===== src/rtl/evtmr_pkg.sv =====
package evtmr_pkg;
    // control/status register fields
    localparam int CTL_TFLAG = 0;
    localparam int CTL_AFLAG = 1;
    localparam int CTL_FN_LO = 4;
    localparam int CTL_FN_HI = 5;
    localparam logic [1:0] FN_EVENT = 2'b10;

    // alarm control register fields
    localparam int ACT_PSC_HI = 2;
    localparam int ACT_TIEN   = 3;
    localparam int ACT_ALM_LO = 4;
    localparam int ACT_ALM_HI = 5;
    localparam int ACT_TALM   = 6;
    localparam int ACT_AIEN   = 7;
    localparam logic [1:0] ALM_EVENT = 2'b01;
endpackage


===== src/rtl/evtmr_sync.sv =====
module evtmr_sync #(
    parameter int STAGES = 2
) (
    input  logic clk,
    input  logic rst_n,
    input  logic async_i,
    output logic rise_o
);
    logic [STAGES:0] sh_d, sh_q;

    always_comb begin
        sh_d = {sh_q[STAGES-1:0], async_i};
    end

    always_ff @(posedge clk) begin
        if (!rst_n) sh_q <= '0;
        else        sh_q <= sh_d;
    end

    assign rise_o = sh_q[STAGES-1] & ~sh_q[STAGES];
endmodule


===== src/rtl/evtmr_bcd_inc.sv =====
module evtmr_bcd_inc #(
    parameter int DIGITS = 2
) (
    input  logic [4*DIGITS-1:0] val_i,
    output logic [4*DIGITS-1:0] sum_o,
    output logic [DIGITS-1:0]   wrap_o
);
    logic [DIGITS:0] carry;
    assign carry[0] = 1'b1;

    for (genvar g = 0; g < DIGITS; g++) begin : g_dig
        logic [3:0] dig;
        assign dig         = val_i[4*g +: 4];
        assign wrap_o[g]   = carry[g] && (dig >= 4'd9);
        assign sum_o[4*g +: 4] = !carry[g] ? dig : ((dig >= 4'd9) ? 4'd0 : dig + 4'd1);
        assign carry[g+1]  = wrap_o[g];
    end
endmodule


===== src/rtl/evtmr_core.sv =====
module evtmr_core
    import evtmr_pkg::*;
#(
    parameter int CNT_BYTES   = 3,
    parameter int SYNC_STAGES = 2,
    localparam int ADDR_W     = $clog2(2*CNT_BYTES + 4)
) (
    input  logic              clk,
    input  logic              rst_n,
    input  logic              wr_en,
    input  logic [ADDR_W-1:0] addr,
    input  logic [7:0]        wdata,
    output logic [7:0]        rdata,
    input  logic              evt_in,
    output logic              irq_n
);
    localparam int CNT_DIGITS = 2 * CNT_BYTES;
    localparam int CNT_W      = 8 * CNT_BYTES;
    localparam int A_CTRL     = 0;
    localparam int A_CNT0     = 1;
    localparam int A_TMR      = A_CNT0 + CNT_BYTES;
    localparam int A_CMP0     = A_TMR + 1;
    localparam int A_TCMP     = A_CMP0 + CNT_BYTES;
    localparam int A_ACTL     = A_TCMP + 1;

    typedef struct packed {
        logic [7:0]       ctrl;
        logic [CNT_W-1:0] cnt;
        logic [7:0]       tmr;
        logic [CNT_W-1:0] cmp;
        logic [7:0]       tcmp;
        logic [7:0]       actl;
    } state_t;

    state_t d, q;

    logic                  evt_pulse;
    logic [CNT_W-1:0]      cnt_inc;
    logic [CNT_DIGITS-1:0] cnt_wrap;
    logic [7:0]            tmr_inc;
    logic [1:0]            tmr_wrap;
    logic                  cnt_wr, tmr_wr, evt_go, tmr_go, tick, set_a, set_t;

    evtmr_sync #(.STAGES(SYNC_STAGES)) u_sync (
        .clk    (clk),
        .rst_n  (rst_n),
        .async_i(evt_in),
        .rise_o (evt_pulse)
    );

    evtmr_bcd_inc #(.DIGITS(CNT_DIGITS)) u_cnt_inc (
        .val_i (q.cnt),
        .sum_o (cnt_inc),
        .wrap_o(cnt_wrap)
    );

    evtmr_bcd_inc #(.DIGITS(2)) u_tmr_inc (
        .val_i (q.tmr),
        .sum_o (tmr_inc),
        .wrap_o(tmr_wrap)
    );

    always_comb begin
        d      = q;
        cnt_wr = 1'b0;
        tick   = 1'b0;
        set_a  = 1'b0;
        set_t  = 1'b0;

        // software writes
        for (int b = 0; b < CNT_BYTES; b++) begin
            if (wr_en && int'(addr) == A_CNT0 + b) begin
                d.cnt[8*b +: 8] = wdata;
                cnt_wr          = 1'b1;
            end
            if (wr_en && int'(addr) == A_CMP0 + b) d.cmp[8*b +: 8] = wdata;
        end
        tmr_wr = wr_en && int'(addr) == A_TMR;
        if (tmr_wr) d.tmr = wdata;
        if (wr_en && int'(addr) == A_TCMP) d.tcmp = wdata;
        if (wr_en && int'(addr) == A_ACTL) d.actl = wdata;
        if (wr_en && int'(addr) == A_CTRL) d.ctrl = wdata;

        // decade prescale taken from digit-pair carries
        if (q.actl[ACT_PSC_HI:0] == 3'd0) tick = 1'b1;
        for (int b = 0; b < CNT_BYTES; b++) begin
            if (int'(q.actl[ACT_PSC_HI:0]) == b + 1) tick = cnt_wrap[2*b+1];
        end

        evt_go = evt_pulse && (q.ctrl[CTL_FN_HI:CTL_FN_LO] == FN_EVENT) && !cnt_wr;
        tmr_go = evt_go && tick && !tmr_wr;

        if (evt_go) begin
            d.cnt = cnt_inc;
            if (q.actl[ACT_ALM_HI:ACT_ALM_LO] == ALM_EVENT && cnt_inc == q.cmp) set_a = 1'b1;
        end
        if (tmr_go) begin
            d.tmr = tmr_inc;
            set_t = tmr_wrap[1];
            if (q.actl[ACT_TALM] && tmr_inc == q.tcmp) set_a = 1'b1;
        end

        d.ctrl[CTL_TFLAG] = d.ctrl[CTL_TFLAG] | set_t;
        d.ctrl[CTL_AFLAG] = d.ctrl[CTL_AFLAG] | set_a;
    end

    always_ff @(posedge clk) begin
        if (!rst_n) q <= '0;
        else        q <= d;
    end

    always_comb begin
        rdata = 8'h00;
        if (int'(addr) == A_CTRL) rdata = q.ctrl;
        if (int'(addr) == A_TMR)  rdata = q.tmr;
        if (int'(addr) == A_TCMP) rdata = q.tcmp;
        if (int'(addr) == A_ACTL) rdata = q.actl;
        for (int b = 0; b < CNT_BYTES; b++) begin
            if (int'(addr) == A_CNT0 + b) rdata = q.cnt[8*b +: 8];
            if (int'(addr) == A_CMP0 + b) rdata = q.cmp[8*b +: 8];
        end
    end

    assign irq_n = !((q.ctrl[CTL_AFLAG] && q.actl[ACT_AIEN]) ||
                     (q.ctrl[CTL_TFLAG] && q.actl[ACT_TIEN]));
endmodule


===== config.mk =====
export PLATFORM = sky130hd
export DESIGN_NAME = evtmr_core
export DESIGN_NICKNAME = d
export VERILOG_FILES = /design/src/rtl/evtmr_pkg.sv /design/src/rtl/evtmr_sync.sv /design/src/rtl/evtmr_bcd_inc.sv /design/src/rtl/evtmr_core.sv
export SDC_FILE = /design/constraint.sdc
export NUM_CORES = 1
export LEC_CHECK = 0
export BUFFER_PORTS_ARGS = -buffer_cell sky130_fd_sc_hd__buf_2
export CELL_PAD_IN_SITES_DETAIL_PLACEMENT = 0
export CELL_PAD_IN_SITES_GLOBAL_PLACEMENT = 1
export CORE_UTILIZATION = 45
export CTS_CLUSTER_SIZE = 24
export DETAILED_ROUTE_END_ITERATION = 8
export PLACE_DENSITY_LB_ADDON = 0.1
export SKIP_LAST_GASP = 1
export SLEW_MARGIN = 20
export SYNTH_ARGS = -nofsm -noshare
export SYNTH_HDL_FRONTEND = slang
export SYNTH_SLANG_ARGS = --single-unit
export TNS_END_PERCENT = 10

===== constraint.sdc =====
create_clock -name clk -period 8.4 [get_ports clk]
set_clock_uncertainty 0.2 [all_clocks]
set_input_delay 2.52 -clock clk [delete_from_list [all_inputs] [get_ports clk]]
set_output_delay 2.52 -clock clk [all_outputs]
set_load 0.02 [all_outputs]

* Word-level counts from Yosys, hierarchy flattened *
Cells that the tools add are included.

cells by class
  add/subtract/negate cells = 8
  magnitude comparators = 8
  eq/ne operators = 16
  multiplexer cells = 43
  bitwise gates (word level) = 4
  reductions and logical operators = 34

operator list
  cell                   number
  $mux W8                15
  $mux W4                14
  $add A4 B1 Y4 const B  8
  $ge A4 B4 Y1 const B   8
  $eq A24 B24 Y1         1
  $eq A4 B4 Y1 const B   6
  $logic_and A1 B1 Y1    24
  $mux W24               1
  $mux W1                12
  $eq A4 B3 Y1 const B   2
  $eq A8 B8 Y1           1
  $reduce_bool A2 Y1     4
  $eq A3 B3 Y1 const B   2
  $eq A4 B2 Y1 const B   1
  $logic_not A4 Y1       1
  $eq A3 B2 Y1 const B   1
  $logic_not A1 Y1       3
  $logic_not A3 Y1       1
  $eq A2 B1 Y1 const B   1
  $eq A2 B2 Y1 const B   1
  $mux W2                1
  $or A1 B1 Y1           2
  $and A1 B1 Y1          1
  $logic_or A1 B1 Y1     1
  $not A1 Y1             1

word-level totals
  register bits = 83
  input bits = 16
  output and inout port bits = 9
  logic and storage cells = 125

* Logic depth before layout (Yosys ltp) *
Gate-level depths: netlist (run 1).

  word-level depth = 13
  mapped depth = 12
  mapped depth without buffers = 10

* Cells and area by module *
Synthesis (run 1) repeated with hierarchy kept, for this count alone.

second synthesis, totals
  cells, all modules = 654
  area total of the unflattened synthesis = 5679.2 um2

by module, submodules not included
  module                     times used  cells each  area an instance (um2)  seq. area each (um2)
  evtmr_core                 1           496         4530.6                  1601.5
  evtmr_bcd_inc (u_cnt_inc)  1           117         804.5                   0.0
  evtmr_bcd_inc (u_tmr_inc)  1           34          251.5                   0.0
  evtmr_sync                 1           7           92.6                    60.1

* Worst setup path after synthesis (run 1) *
OpenSTA, ideal clock, no wires.

  path type = input -> output
  from = input addr[2]
  to = output rdata[0]
  arrival = 4277 ps
  slack = 1403 ps
  stages = 8
  path buffers = 2
  path through = buf_2 -> inv_1 -> nor2_1 -> clkbuf_1 -> a221oi_1 -> a211oi_1 -> a21oi_1 -> nor3_1

on the way
  cells in the longest elaborated chain, start to end = 11
  elaborated cells on any way between the ends = 20
  classes of those cells = eq/ne: 9; mux: 10; reduce/logical: 1

RTL lines
  element             line               text
  start: declaration  evtmr_core.sv:11   input logic [ADDR_W-1:0] addr,
  $logic_not A4 Y1    evtmr_core.sv:114  if (int'(addr) == A_CTRL) rdata = q.ctrl;
  $mux W8             evtmr_core.sv:114
  $mux W8             evtmr_core.sv:115  if (int'(addr) == A_TMR) rdata = q.tmr;
  $mux W8             evtmr_core.sv:116  if (int'(addr) == A_TCMP) rdata = q.tcmp;
  $mux W8             evtmr_core.sv:117  if (int'(addr) == A_ACTL) rdata = q.actl;
  $mux W8             evtmr_core.sv:119  if (int'(addr) == A_CNT0 + b) rdata = q.cnt[8*b +: 8];
  $mux W8             evtmr_core.sv:120  if (int'(addr) == A_CMP0 + b) rdata = q.cmp[8*b +: 8];
  $mux W8             evtmr_core.sv:119
  $mux W8             evtmr_core.sv:120
  $mux W8             evtmr_core.sv:119
  $mux W8 (*)         evtmr_core.sv:120
  end: declaration    evtmr_core.sv:13   output logic [7:0] rdata,

Mark *: on every way between the ends. The rest lies on a longest branch, timed or not.

* Worst setup path after layout (run 1) *
  from = input addr[2]
  to = output rdata[3]

The elaborated chain is that of the path after synthesis.

==> flow_metrics.py, run 1 <==
metrics = {
    "run_status": {
        "status": "finished, final reports clean",
    },
    "synthesis": {
        "async_flop_share": 0,
        "post-synth-top-count-cell": "nand2_1",
        "synth_cell_types": 71,
        "synth_top_area_cell": "dfxtp_1",
        "synth-seq-area-share": 0.289,
        "syn_avg_cell_area_um2": 7.74,
        "synth_top_area_frac": 0.289,
        "netlist_instances": 742,
        "synth_commonest_cells": "84 x nand2_1, 83 x dfxtp_1, 72 x nor2_1, 60 x a21oi_1, 43 x clkbuf_1",
        "syn_nets": 782,
        "ys_seq_elements": 83,
        "ys_warn_count": 0,
        "yosys-top-cells-area": "dfxtp_1 29%, mux2i_1 7.1%, nand2_1 5.5%, a21oi_1 5.2%, ha_1 5.2%",
        "ys.flop_type": "dfxtp_1",
        "synth_edf_count": 0,
        "netlist_area_um2": 5740,
    },
    "floorplanning": {
        "num_rows": 40,
        "ios": 25,
        "start_util": 0.470,
        "dieWidth_um": 115,
        "die-area_um2": 13200,
        "core_um2": 12200,
        "die_y_um": 115,
    },
    "worst_hold_path": {
        "min_path_type": "register to register",
    },
    "clock_tree": {
        "cts-root-buf": "clkbuf_16",
        "clock-sinks": 83,
        "hold_buffers": 0,
        "post_cts_resized": 0,
        "cts_setup_buffers": 0,
        "clock_latency_ps": 350,
        "cts_tree": "yes",
        "htreeDepth": 3,
        "clk_pin_slew_ps": 60,
        "clock_path_buffers": 2,
        "cts-buffers-inserted": 9,
    },
    "worst_setup_path": {
        "worstPathArrival_ps": 4700,
        "critPathCaptureType": "primary output",
        "critPathBufInv": 4,
        "path_delay_family": "buffers and inverters",
        "crit_path_max_fanout": 20,
        "path_class": "primary input to primary output",
        "worst_path_largest_cell_delay_ps": 430,
        "crit_required_ps": 5680,
        "slowest_stage": "nor2_1",
        "crit_path_cell_trace": "buf_2 -> inv_1 -> nor2_1 -> buf_4 -> a221oi_1 -> a211oi_1 -> a21oi_1 -> nand2_1 -> o21ai_0 -> nand2_1 -> buf_2",
        "start_kind": "primary input",
    },
    "pwr": {
        "vdd_ir_drop_max_mv": 0.139,
        "power.leakage_nw": 2.46,
        "power_uw": 954,
        "p_per_area_nw_per_um2": 153,
    },
    "timing": {
        "grt_setup_unrepaired": "false",
        "drv_slew": 0,
        "fin_setup_tns_ps": 0,
        "fin_crit_sh": 0.884,
        "slew_headroom": 0.417,
        "min_period_ps": 7420,
        "hold-worst-slack_ps": 236,
        "setup_viol": 0,
        "max_freq_mhz": 135,
        "worst_pin_slew_ps": 873,
        "finalHoldViolations": 0,
    },
    "placement": {
        "placed_cell_area_um2": 5910,
        "gp_routability_congestion": 0.939,
        "post-dp-hpwl_um": 13600,
        "io_buffers": 24,
    },
    "cells_and_area": {
        "register_area_um2": 1660,
        "n_fill_cell": 1233,
        "diodes": 0,
        "multiInputGateArea_um2": 3730,
        "final_area_um2": 6250,
        "nets": 773,
        "area_growth_pct": 8.83,
        "drive_gt1_frac": 0.102,
    },
    "global_routing": {
        "grt_start_max_net_pins": 56,
        "grt_pass1_vias": 5190,
        "grt_pass1_wl_um": 29900,
        "grt_antenna_before_repair": 0,
        "grtUsageTotal": 0.305,
        "overflow": 0,
    },
    "detailed_routing": {
        "vias": 5537,
        "wl_um": 19300,
        "viasPerCell": 6.11,
        "drc": 0,
        "wl_per_cell_um": 21.3,
        "drtAntennaViolNets": 0,
        "drt-pass1-iter-count": 5,
        "drtIter0Drc": 533,
    },
    "flow_run": {
        "cap_viol_max_count": 0,
    },
}
==> worst register-to-register path, stage by stage, from the launching register on <==
cell	delay [ps]
dfxtp_1	490
inv_1	130
ha_1	230
or3b_4	270
nand4_2	390
nor3_4	470
mux2i_1	160
a2111oi_0	680
and4_1	350
nand4_1	190
o41ai_2	250
==> sequential cells by signal (all words and copies together), names as in the netlist <==
name,cells
q,80
u_sync.sh_q,3
==> power by group <==
part / internal (mW) / switching [mW] / leakage (nW)
sequential: 0.400 / 0.00949 / 0.671
combinational: 0.0302 / 0.0621 / 1.63
clock: 0.278 / 0.174 / 0.162
total: 0.708 / 0.246 / 2.46
==> cells in the final DEF, fill, tap and decap left out, types with 14 or more instances in the layout <==
| master | n |
|---|---|
| a211oi_1 | 16 |
| a21oi_1 | 60 |
| buf_2 | 24 |
| dfxtp_1 | 83 |
| ha_1 | 24 |
| inv_1 | 32 |
| mux2_2 | 14 |
| mux2i_1 | 41 |
| nand2_1 | 84 |
| nand3_1 | 37 |
| nor2_1 | 72 |
| nor3_1 | 17 |
| o21ai_0 | 30 |
| xnor2_1 | 14 |
==> metal layers <==
metal / share of wire / track usage
met1: 0.46 / 0.416
met2: 0.44 / 0.466
met3: 0.070 / 0.0648
met4: 0.032 / 0.123
met5: 0 / 0
==> layout make-up <==
type / count / share of cell area
clock buffers: 11 / 0.0405
clock inverters: 5 / 0.0136
inverters: 33 / 0.0198
multi-input cells: 573 / 0.596
flip-flops and latches: 83 / 0.266
well taps: 168 / 0.0336
repair buffers: 33 / 0.0300
==> through the flow <==
step	setup slack, ps	std cells	util
after floorplan	1400	742	-
after global placement	1140	890	0.484
after detailed placement	1030	890	0.484
after CTS	1030	906	0.512
after global routing	759	906	0.512
final	978	906	0.512
==> logic make-up after synthesis <==
group | count (synthesis) | synth area share
DFF | 83 | 0.289
muxes | 56 | 0.101
adders and majority gates | 24 | 0.0523
and+or+nand+nor | 280 | 0.240
AOI/OAI and AO/OA | 188 | 0.217
buffers and inverters | 86 | 0.0615
xor gates and xnor gates | 25 | 0.0381
==> final timing paths <==
check / startpoint / endpoint / slack (ps) / cells past startpoint
worst min register to register: u_sync.sh_q[0] / u_sync.sh_q[1] / 240 / 1
worst max-delay path: addr[2] / rdata[3] / 980 / 11
worst max register to register: q[48] / q[73] / 4480 / 10
worst min-delay path: u_sync.sh_q[0] / u_sync.sh_q[1] / 240 / 1
No activity file was read; power rests on OpenSTA's default activity.
==> inputs of run 2 (changes only) <==
--- a/config.mk
+++ b/config.mk
@@ -8,7 +8,7 @@
 export BUFFER_PORTS_ARGS = -buffer_cell sky130_fd_sc_hd__buf_2
 export CELL_PAD_IN_SITES_DETAIL_PLACEMENT = 0
 export CELL_PAD_IN_SITES_GLOBAL_PLACEMENT = 1
-export CORE_UTILIZATION = 45
+export CORE_UTILIZATION = 50
 export CTS_CLUSTER_SIZE = 24
 export DETAILED_ROUTE_END_ITERATION = 8
 export PLACE_DENSITY_LB_ADDON = 0.1
==> flow_metrics.py, run 2 (same netlist as run 1, synthesis figures left out) <==
metrics = {
    "timing": {
        "grt_setup_unrepaired": "false",
        "drv_slew": 0,
        "setup_viol": 0,
        "slew_headroom": 0.314,
        "fin_setup_tns_ps": 0,
        "finalHoldViolations": 0,
        "worst_pin_slew_ps": 1030,
        "min_period_ps": 7370,
        "max_freq_mhz": 136,
        "fin_crit_sh": 0.877,
    },
    "worst_setup_path": {
        "path_class": "primary input to primary output",
        "crit_path_max_fanout": 20,
        "start_kind": "primary input",
        "crit_required_ps": 5680,
        "critPathCaptureType": "primary output",
        "worstPathArrival_ps": 4650,
        "reg2reg_slack_ps": 4700,
    },
    "detailed_routing": {
        "wl_um": 18600,
        "drt-pass1-iter-count": 5,
        "drtIter0Drc": 608,
        "wl_per_cell_um": 21.2,
        "drc": 0,
        "viasPerCell": 6.41,
        "drtAntennaViolNets": 0,
        "vias": 5622,
    },
    "cells_and_area": {
        "area_growth_pct": 7.35,
        "top_regs": "q: 80 flops, u_sync.sh_q: 3 flops",
        "largest_reg_flops": 80,
        "final_cell_mix": "84 x nand2_1, 83 x dfxtp_1, 72 x nor2_1",
        "diodes": 0,
        "drive_gt1_frac": 0.0991,
        "n_fill_cell": 1078,
        "top_register": "q",
        "layout_commonest_cell": "nand2_1",
        "nets": 772,
    },
    "global_routing": {
        "grt_pass1_vias": 5152,
        "grtUsageTotal": 0.331,
        "grt_antenna_before_repair": 1,
        "overflow": 0,
        "grt_start_max_net_pins": 56,
        "grt_pass1_wl_um": 29100,
    },
    "clock_tree": {
        "cts_setup_buffers": 0,
        "cts-root-buf": "clkbuf_16",
        "cts-buffers-inserted": 9,
        "clock_latency_ps": 360,
        "cts_tree": "yes",
        "hold_buffers": 0,
        "post_cts_resized": 0,
        "clk_pin_slew_ps": 60,
        "htreeDepth": 3,
        "clock-sinks": 83,
        "clock_path_buffers": 2,
    },
    "pwr": {
        "vdd_ir_drop_max_mv": 0.137,
        "power_uw": 908,
        "power.leakage_nw": 2.44,
        "p_per_area_nw_per_um2": 147,
    },
    "run_status": {
        "status": "finished, final reports clean",
    },
    "floorplanning": {
        "core_um2": 11000,
        "ios": 25,
        "num_rows": 38,
        "start_util": 0.520,
        "dieWidth_um": 109,
        "die_y_um": 109,
        "die-area_um2": 11900,
    },
    "placement": {
        "io_buffers": 24,
        "post-dp-hpwl_um": 13000,
        "gp_routability_congestion": 0.994,
    },
    "flow_run": {
        "cap_viol_max_count": 0,
    },
    "worst_hold_path": {
        "min_path_type": "register to register",
    },
}
## run 2: changes by cell type in the layout (fill, tap and decap cells not counted)
cell	delta
clkbuf_1	+1
clkinv_4	-2
clkbuf_8	-1
buf_4	-1
clkinv_2	+3
bufinv_16	-1
## run 2: worst paths after layout
check / startpoint / to / cells past startpoint
min reg2reg: u_sync.sh_q[0] / u_sync.sh_q[1] / 1
max reg2reg: q[48] / q[73] / 10
min: u_sync.sh_q[0] / u_sync.sh_q[1] / 1
max: addr[2] / rdata[1] / 9
## run 2: worst max-delay path: stages
cell	delay, ps
buf_2	200
inv_1	390
nor2_1	180
buf_4	230
and3_1	190
buf_4	180
a221oi_1	350
o21ai_0	190
buf_2	200
## run 2: layer usage
layer | global-route usage | routed length, µm
met1 | 0.455 | 8240
met3 | 0.0604 | 1500
met4 | 0.148 | 582
met5 | 0 | 0
met2 | 0.500 | 8290
## run 2: layout make-up
cell class	instances	area [µm²]	share of cell area
multi-input combinational	573	3730	0.605
sequential	83	1660	0.270
clock buffer	11	243	0.0394
timing repair buffer	32	180	0.0292
tap	140	175	0.0284
inverter	33	124	0.0201
clock inverter	5	52.6	0.00853
## run 2: report_power, final
part           switching [mW]  internal [mW]
clock                   0.170          0.237
sequential            0.00963          0.400
combinational          0.0614         0.0301
total                   0.241          0.667
## run 2: through the flow
| step | setup WS (ps) | hold WS (ps) | instances | cell area (µm²) | util |
|---|---|---|---|---|---|
| floorplan | 1400 | 212 | 742 | 5740 | - |
| global placement | 1230 | 220 | 861 | 5870 | 0.532 |
| detailed placement | 1170 | 224 | 861 | 5870 | 0.532 |
| CTS | 1080 | 247 | 877 | 6160 | 0.559 |
| global route | 861 | 279 | 877 | 6160 | 0.559 |
| finish | 1030 | 249 | 877 | 6160 | 0.559 |
==> inputs of run 3 (changes only) <==
--- a/config.mk
+++ b/config.mk
@@ -5,11 +5,10 @@
 export SDC_FILE = /design/constraint.sdc
 export NUM_CORES = 1
 export LEC_CHECK = 0
-export BUFFER_PORTS_ARGS = -buffer_cell sky130_fd_sc_hd__buf_2
+export BUFFER_PORTS_ARGS = -buffer_cell sky130_fd_sc_hd__buf_4
 export CELL_PAD_IN_SITES_DETAIL_PLACEMENT = 0
 export CELL_PAD_IN_SITES_GLOBAL_PLACEMENT = 1
 export CORE_UTILIZATION = 50
-export CTS_CLUSTER_SIZE = 24
 export DETAILED_ROUTE_END_ITERATION = 8
 export PLACE_DENSITY_LB_ADDON = 0.1
 export SKIP_LAST_GASP = 1
==> flow_metrics.py, run 3 (same netlist as run 1, synthesis figures left out) <==
metrics = {
    "worst_setup_path": {
        "critPathCaptureType": "primary output",
        "r2r_start": "q[48]",
        "crit_required_ps": 5680,
        "start_kind": "primary input",
        "reg2reg_depth": 10,
        "crit_path_max_fanout": 20,
        "crit_path_cell_trace": "buf_4 -> inv_1 -> nor2_1 -> buf_4 -> nand2_1 -> nor2_1 -> a221oi_1 -> o21ai_0 -> buf_4",
        "rr_endpoint": "q[73]",
        "slowest_stage": "nor2_1",
        "reg2reg_slack_ps": 4710,
        "path_class": "primary input to primary output",
        "worstPathArrival_ps": 4710,
        "worst_path_largest_cell_delay_ps": 460,
        "crit_top_cell": "buf_4",
    },
    "floorplanning": {
        "die_y_um": 109,
        "num_rows": 38,
        "core_um2": 11000,
        "dieWidth_um": 109,
        "ios": 25,
        "start_util": 0.520,
        "die-area_um2": 11900,
    },
    "clock_tree": {
        "clock_latency_ps": 360,
        "cts-buffers-inserted": 9,
        "cts-root-buf": "clkbuf_16",
        "cts_tree": "yes",
        "post_cts_resized": 0,
        "clock_path_buffers": 2,
        "cts_setup_buffers": 0,
        "hold_buffers": 0,
        "clock-sinks": 83,
        "clk_pin_slew_ps": 60,
        "htreeDepth": 3,
    },
    "run_status": {
        "status": "finished, final reports clean",
    },
    "timing": {
        "fin_ws_ps": 972,
        "finalHoldViolations": 0,
        "worst_pin_slew_ps": 1020,
        "grt_setup_unrepaired": "false",
        "fin_setup_tns_ps": 0,
        "drv_slew": 0,
        "min_period_ps": 7430,
        "fin_crit_sh": 0.884,
        "setup_viol": 0,
        "slew_headroom": 0.322,
        "max_freq_mhz": 135,
    },
    "cells_and_area": {
        "area_growth_pct": 8.81,
        "final_cell_mix": "84 x nand2_1, 83 x dfxtp_1, 72 x nor2_1",
        "instances_no_fill": 875,
        "diodes": 0,
        "nets": 770,
        "final_util": 0.566,
        "largest_reg_flops": 80,
        "drive_gt1_frac": 0.0980,
        "layout_commonest_cell": "nand2_1",
        "top_regs": "q: 80 flops, u_sync.sh_q: 3 flops",
        "top_register": "q",
    },
    "detailed_routing": {
        "wl_per_cell_um": 21.0,
        "drt-pass1-iter-count": 5,
        "viasPerCell": 6.33,
        "drc": 0,
        "drtIter0Drc": 519,
        "vias": 5541,
        "drtAntennaViolNets": 0,
        "wl_um": 18400,
    },
    "worst_hold_path": {
        "hold_depth": 1,
        "hold_start": "u_sync.sh_q[0]",
        "holdPathEnd": "u_sync.sh_q[1]",
        "min_path_type": "register to register",
    },
    "global_routing": {
        "grt_antenna_before_repair": 0,
        "grtUsageTotal": 0.326,
        "grt_start_max_net_pins": 56,
        "grt_pass1_wl_um": 28700,
        "overflow": 0,
        "grt_pass1_vias": 5070,
    },
    "pwr": {
        "p_per_area_nw_per_um2": 153,
        "power.leakage_nw": 2.46,
        "vdd_ir_drop_max_mv": 0.235,
    },
    "placement": {
        "io_buffers": 24,
        "gp_routability_congestion": 1.03,
        "pre_cts_slack_ps": 1010,
        "placedCellCount": 859,
        "post-dp-hpwl_um": 12800,
    },
    "flow_run": {
        "cap_viol_max_count": 0,
    },
}
[run 3: changes by cell type in the layout (fill, tap and decap cells not counted), moves of 2 or more]
cell / delta
inv_6: +2
buf_4: +22
clkinv_2: -3
buf_2: -24
clkinv_4: +2
[run 3: through the flow]
| step | total power [mW] | area [µm²] | hold slack, ps |
|---|---|---|---|
| 2_1_floorplan | 0.478 | 5740 | 212 |
| 3_3_place_gp | 0.509 | 5910 | 224 |
| 3_5_place_dp | 0.511 | 5910 | 223 |
| 4_1_cts | 0.959 | 6250 | 239 |
| 5_1_grt | 0.985 | 6250 | 264 |
| 6_report | 0.956 | 6250 | 238 |
[run 3: area by class of cell]
| class | instances | area [µm²] |
|---|---|---|
| Multi-Input combinational cell | 573 | 3730 |
| Timing Repair Buffer | 30 | 225 |
| Clock buffer | 10 | 239 |
| Clock inverter | 6 | 95.1 |
| Fill cell | 1092 | 4780 |
| Sequential cell | 83 | 1660 |
| Inverter | 33 | 124 |
| Tap cell | 140 | 175 |
[run 3: worst max path at each step]
| stage | start | end | depth (start not counted) |
|---|---|---|---|
| global placement | addr[2] | rdata[1] | 8 |
| CTS | addr[2] | rdata[1] | 8 |
| floorplan | addr[2] | rdata[0] | 8 |
| detailed placement | addr[2] | rdata[1] | 8 |
| finish | addr[2] | rdata[1] | 9 |
| global route | addr[2] | rdata[1] | 9 |
[run 3: power by group]
part	leakage [nW]	switching [mW]	total, mW	internal (mW)
sequential	0.671	0.00946	0.409	0.400
combinational	1.63	0.0612	0.0944	0.0333
clock	0.164	0.180	0.452	0.272
total	2.46	0.251	0.956	0.705
[run 3: metal layers]
layer	part of all wire	vias to the layer above	GRT usage	wire length, µm
li1	-	2648	-	-
met1	0.46	2616	0.453	8420
met2	0.43	236	0.489	7930
met3	0.079	41	0.0765	1460
met4	0.030	0	0.117	542
met5	0	-	0	0
[run 3: critical path, delay by kind of cell]
kind                   cells  cell delay [ps]
AO/OA/AOI/OAI              2              340
buffers and inverters      4              870
AND/OR/NAND/NOR            3              970
